### src/rtl/optmod_bringup_pkg.sv
package optmod_bringup_pkg;
  localparam int unsigned NUM_LANES = 4;
  localparam int unsigned CODE_W    = 4;
  localparam logic [CODE_W-1:0] EQ_MAX = 4'd10;

  localparam logic [7:0] ADDR_TXDIS = 8'd86;
  localparam logic [7:0] ADDR_PAGE  = 8'd127;
  localparam logic [7:0] ADDR_EQ_A  = 8'd234;
  localparam logic [7:0] ADDR_EQ_B  = 8'd235;
  localparam logic [7:0] DATA_TXDIS = 8'h0F;
  localparam logic [7:0] DATA_PAGE  = 8'h03;

  typedef enum logic [2:0] {
    ST_HOLD, ST_WAIT, ST_TXDIS, ST_PAGE, ST_EQ_A, ST_EQ_B, ST_DONE, ST_ERR
  } seq_state_e;
endpackage

### src/rtl/optmod_wait_timer.sv
module optmod_wait_timer #(
  parameter int unsigned WAIT_CYCLES = 20
) (
  input  logic clk_i,
  input  logic rst_ni,
  input  logic run_i,
  output logic expired_o
);
  localparam int unsigned CNT_W = (WAIT_CYCLES > 2) ? $clog2(WAIT_CYCLES) : 1;
  localparam logic [CNT_W-1:0] LAST = CNT_W'(WAIT_CYCLES - 1);

  logic [CNT_W-1:0] cnt_q;

  always_ff @(posedge clk_i or negedge rst_ni) begin
    if (!rst_ni)              cnt_q <= '0;
    else if (!run_i)          cnt_q <= '0;
    else if (cnt_q != LAST)   cnt_q <= cnt_q + 1'b1;
  end

  assign expired_o = run_i && (cnt_q == LAST);

  p_cnt_range_r2: assert property (@(posedge clk_i) disable iff (!rst_ni)
    cnt_q <= LAST);
  p_cnt_clears_r2: assert property (@(posedge clk_i) disable iff (!rst_ni)
    !run_i |=> cnt_q == '0);
endmodule

### src/rtl/optmod_eq_clamp.sv
module optmod_eq_clamp
  import optmod_bringup_pkg::*;
(
  input  logic [NUM_LANES*CODE_W-1:0] code_i,
  output logic [NUM_LANES*CODE_W-1:0] code_o,
  output logic [NUM_LANES-1:0]        limited_o
);
  for (genvar l = 0; l < NUM_LANES; l++) begin : g_lane
    logic [CODE_W-1:0] raw;
    assign raw          = code_i[l*CODE_W +: CODE_W];
    assign limited_o[l] = raw > EQ_MAX;
    assign code_o[l*CODE_W +: CODE_W] = limited_o[l] ? EQ_MAX : raw;

    always_comb begin
      p_code_bound_r5: assert (code_o[l*CODE_W +: CODE_W] <= EQ_MAX);
    end
  end
endmodule

### src/rtl/optmod_bringup.sv
module optmod_bringup
  import optmod_bringup_pkg::*;
#(
  parameter int unsigned CLK_HZ  = 250_000_000,
  parameter int unsigned WAIT_MS = 2000
) (
  input  logic                        clk_i,
  input  logic                        rst_ni,
  input  logic                        present_i,
  input  logic                        restart_i,
  input  logic [NUM_LANES*CODE_W-1:0] eq_code_i,
  input  logic                        wr_ack_i,
  input  logic                        wr_err_i,
  output logic                        lpmode_o,
  output logic                        modrst_no,
  output logic                        wr_req_o,
  output logic [7:0]                  wr_addr_o,
  output logic [7:0]                  wr_data_o,
  output logic                        done_o,
  output logic                        fault_o,
  output logic                        eq_clamp_o
);
  localparam int unsigned WAIT_CYCLES = CLK_HZ / 1000 * WAIT_MS;

  seq_state_e state_q, state_d;
  logic       wait_done;
  logic [NUM_LANES*CODE_W-1:0] code_lim;
  logic [NUM_LANES-1:0]        lane_lim;
  logic       clamp_q;

  optmod_wait_timer #(.WAIT_CYCLES(WAIT_CYCLES)) u_timer (
    .clk_i     (clk_i),
    .rst_ni    (rst_ni),
    .run_i     (state_q == ST_WAIT && present_i),
    .expired_o (wait_done)
  );

  optmod_eq_clamp u_clamp (
    .code_i    (eq_code_i),
    .code_o    (code_lim),
    .limited_o (lane_lim)
  );

  assign wr_req_o = state_q inside {ST_TXDIS, ST_PAGE, ST_EQ_A, ST_EQ_B};

  always_comb begin
    state_d = state_q;
    if (!present_i) state_d = ST_HOLD;
    else begin
      unique case (state_q)
        ST_HOLD: state_d = ST_WAIT;
        ST_WAIT: if (wait_done) state_d = ST_TXDIS;
        ST_TXDIS, ST_PAGE, ST_EQ_A, ST_EQ_B: begin
          if (wr_err_i) state_d = ST_ERR;
          else if (wr_ack_i) begin
            unique case (state_q)
              ST_TXDIS: state_d = ST_PAGE;
              ST_PAGE:  state_d = ST_EQ_A;
              ST_EQ_A:  state_d = ST_EQ_B;
              default:  state_d = ST_DONE;
            endcase
          end
        end
        ST_ERR:  if (restart_i) state_d = ST_HOLD;
        default: ;
      endcase
    end
  end

  always_ff @(posedge clk_i or negedge rst_ni) begin
    if (!rst_ni) state_q <= ST_HOLD;
    else         state_q <= state_d;
  end

  // lane 1 and lane 3 go to the upper nibble
  always_comb begin
    wr_addr_o = 8'h00;
    wr_data_o = 8'h00;
    unique case (state_q)
      ST_TXDIS: begin wr_addr_o = ADDR_TXDIS; wr_data_o = DATA_TXDIS; end
      ST_PAGE:  begin wr_addr_o = ADDR_PAGE;  wr_data_o = DATA_PAGE;  end
      ST_EQ_A:  begin wr_addr_o = ADDR_EQ_A;  wr_data_o = {code_lim[3:0],  code_lim[7:4]};   end
      ST_EQ_B:  begin wr_addr_o = ADDR_EQ_B;  wr_data_o = {code_lim[11:8], code_lim[15:12]}; end
      default: ;
    endcase
  end

  always_ff @(posedge clk_i or negedge rst_ni) begin
    if (!rst_ni) clamp_q <= 1'b0;
    else if (present_i && wr_ack_i && !wr_err_i) begin
      if ((state_q == ST_EQ_A && (lane_lim[0] || lane_lim[1])) ||
          (state_q == ST_EQ_B && (lane_lim[2] || lane_lim[3])))
        clamp_q <= 1'b1;
    end
  end

  assign eq_clamp_o = clamp_q;
  assign lpmode_o   = state_q != ST_DONE;
  assign modrst_no  = !(state_q inside {ST_HOLD, ST_ERR});
  assign done_o     = state_q == ST_DONE;
  assign fault_o    = state_q == ST_ERR;

  p_req_hold_r4: assert property (@(posedge clk_i) disable iff (!rst_ni)
    wr_req_o && !wr_ack_i && !wr_err_i && present_i |=> wr_req_o && $stable(wr_addr_o));
  p_flag_sticky_r6: assert property (@(posedge clk_i) disable iff (!rst_ni)
    eq_clamp_o |=> eq_clamp_o);
  p_fault_sticky_r8: assert property (@(posedge clk_i) disable iff (!rst_ni)
    fault_o && !restart_i && present_i |=> fault_o && !wr_req_o);
  p_removal_r9: assert property (@(posedge clk_i) disable iff (!rst_ni)
    !present_i |=> !modrst_no && lpmode_o && !wr_req_o);
  p_err_wins_r10: assert property (@(posedge clk_i) disable iff (!rst_ni)
    wr_req_o && wr_err_i && present_i |=> fault_o);
  p_done_quiet_r7: assert property (@(posedge clk_i) disable iff (!rst_ni)
    done_o && present_i |=> done_o && !wr_req_o && !lpmode_o);
endmodule

### config.mk
export PLATFORM = sky130hd
export DESIGN_NAME = optmod_bringup
export DESIGN_NICKNAME = d
export VERILOG_FILES = /design/src/rtl/optmod_bringup_pkg.sv /design/src/rtl/optmod_wait_timer.sv /design/src/rtl/optmod_eq_clamp.sv /design/src/rtl/optmod_bringup.sv
export SDC_FILE = /design/constraint.sdc
export NUM_CORES = 1
export LEC_CHECK = 0
export ABC_AREA = 1
export BUFFER_PORTS_ARGS = -buffer_cell sky130_fd_sc_hd__buf_4
export CAP_MARGIN = 20
export CORE_MARGIN = 2
export CORE_UTILIZATION = 25
export DETAILED_ROUTE_END_ITERATION = 8
export PLACE_DENSITY = 0.46
export RECOVER_POWER = 50
export SETUP_SLACK_MARGIN = 0.15
export SYNTH_ARGS = -nofsm -noshare
export SYNTH_HDL_FRONTEND = slang
export SYNTH_HIERARCHICAL = 1
export SYNTH_SLANG_ARGS = --single-unit
### constraint.sdc
create_clock -name clk_i -period 2.45 [get_ports clk_i]
set_input_delay 0.245 -clock clk_i [delete_from_list [all_inputs] [get_ports clk_i]]
set_output_delay 0.245 -clock clk_i [all_outputs]
set_load 0.01 [all_outputs]
==> impl_results.md <==
- H-tree depth: 2
- Yosys top cell by area: dfrtp_1
- CTS tree: built
- R2R cell count: 15
- CP startpoint: state_q[2]
- Row cnt: 38
- Initial antenna violation count: 0
- Dpl hpwl: 6.01 mm
- Async SR Flop Fraction: 100%
- Critical-path maximum fanout: 10
- Final setup fails: 0
- Clk_skew: 0.00426 ns
- TNS Setup: 0 ns
- ANT nets after route: 0
- Min Hold Slack: 0.247 ns
- # diodes: 0
- Hold Path Depth: 4
- Max Cap Viol: 0
- Critical Path AT: 1.95 ns
- Final Wtd Congestion: 0.887
- Power per cell area: 554 mW/mm^2
- R2R Path Start: state_q[0]
- Drt pass-1 iters: 4
- Final core occ: 30.4%
- Worst setup EP type: output pin
- Slew headroom: 41.6%
- DRT Wirelength: 7.52 mm
- Fin. Hold Viols: 0
- RSZ-0062 raised after global routing: no
- Buffer depth of the longest clock path: 2
- Status: completed
- Slew @ Worst Pin: 0.876 ns
- Critical Path RT: 2.20 ns
- Post-route insts no fill: 649
- Syn nets: 491
- Clk sinks: 33
- Area Overhead vs Synth: 19.5%
- Share of layout cells above drive strength 1: 15.3%
- Most common cell in the netlist: nand2_1
- Synth top cells by count: nand2_1, nor2_1, inv_1, nand3_1, dfrtp_1
- Post-synth EDFFs: 0
- Dominant cells by area after synthesis: dfrtp_1, nand2_1, nor2_1
- Cts bufs inserted: 5
- Vias in the first global route: 2672
- Fin worst setup slack: 0.253 ns
- Worst slack, placed: 0.393 ns
- Die height: 109 microns
- Post-Syn Area per Cell: 5.90 sq um
- Fin crit share: 89.7%
- Via count: 2821
- Clk Latency, worst-skew pair: 0.28 ns
- Via/cell ratio: 4.35
- Sequential area share after synthesis: 30.2%
- Gr ovfl total: 0
- Crit Path Category: reg -> out
- Worst setup SP type: flop
- Root Buffer: clkbuf_8
- Seq cells post-synth: 33
- Unique masters post-synth: 27
- Yosys warning count: 6
- Syn Std Cell Area: 0.00274 sq mm
- Die X: 109 microns
- Dpl cells: 640
- Die ar.: 0.0118 sq mm
- Reg clk slew, reported paths: 0.07 ns
- Port Buf Inserts: 43
- Minimum clock period: 2.20 ns
- Cells after Synth: 464
- Peak VDD IR: 0.200 mV
- Post-DR wirelength/cell: 11.6 microns
- Hold Path Origin: wr_err_i
- Drt first-iter violations: 134
- # IOs: 44
- Final nets: 535
- Pin count of the biggest net entering global routing: 34
- First-pass GRT wire length: 12.5 mm
- CORE AREA: 0.0107 sq mm
- Max Clk Rate: 0.455 GHz
- GRT Total Usage: 13.4%
- Worst hold path type: in -> reg
- Post-synth top flop: dfrtp_1
- Post-synth top area share: 30.2%
- # DRC: 0
- Leakage: 1.57 nW
- Starting Density: 25.5%
- Max-slew violations: 0
[per-stage QoR]
stage	power [W]	area [sq um]
CTS	0.00186	3300
finish	0.00181	3270
floorplan	0.00115	2740
global route	0.00195	3270
global placement	0.00146	3210
detailed placement	0.00145	3210
[routing by layer]
| metal | part of all wire [%] | vias up | track usage, % |
|---|---|---|---|
| li1 | - | 1503 | - |
| met1 | 47 | 1271 | 18.0 |
| met2 | 49 | 43 | 22.9 |
| met3 | 2.9 | 4 | 1.61 |
| met4 | 0.90 | 0 | 3.02 |
| met5 | 0 | - | 0 |
[area by class of cell]
type	instances	area (sq um)
repair buffers	47	334
fillers	1223	7470
flip-flops and latches	33	826
inverters	65	244
well taps	140	175
clock buffers	8	80.1
multi-input cells	356	1610
[where the power goes]
part,switching (W),internal (W)
Sequential,0.0000362,0.000571
Clock,0.000204,0.000202
Combinational,0.000494,0.000305
[kinds of logic after synthesis]
family	share of synthesized area [%]
AND/OR/NAND/NOR	49.5
XOR/XNOR	1.60
AO/OA/AOI/OAI	5.57
adder cells (fa/ha/maj)	2.28
flip-flops	30.2
buffers and inverters	10.9
[registers in the layout, summed over array words and instances, names as in the netlist]
signal         cells
state_q            3
eq_clamp_o         1
u_timer/cnt_q     29
[final timing paths]
kind	end	slack [ns]
setup / recovery	wr_data_o[6]	0.25
hold / removal	eq_clamp_o	0.25
setup reg to reg	state_q[2]	0.39
hold reg to reg	eq_clamp_o	0.46
max in group asynchronous	eq_clamp_o	1.31
min in group asynchronous	u_timer/cnt_q[23]	0.60
[timing repair]
action / CTS / global route
hold endpoints to repair: 33 / 0
hold buffers: 1 / 0
gates resized for setup: 0 / 2
endpoints found under the setup margin: 0 / 3
setup buffers: 0 / 0
[cell usage in the layout (no fill, tap or decap), types with 5 or more instances in the layout]
cell,instances
clkbuf_8,5
ha_1,5
inv_1,57
nor2_2,7
nor3_1,7
dfrtp_1,33
or2_2,5
nand3_1,39
nand2_1,166
nor2_1,81
clkbuf_1,8
a21oi_1,18
inv_2,8
buf_4,40
[worst max-delay path: stages, from the launching register on]
cell and delay [ns]:
dfrtp_1 0.43, inv_1 0.19, ha_1 0.51, inv_1 0.22, a21oi_1 0.17, buf_4 0.14
Power figures use the tool's default switching activity.
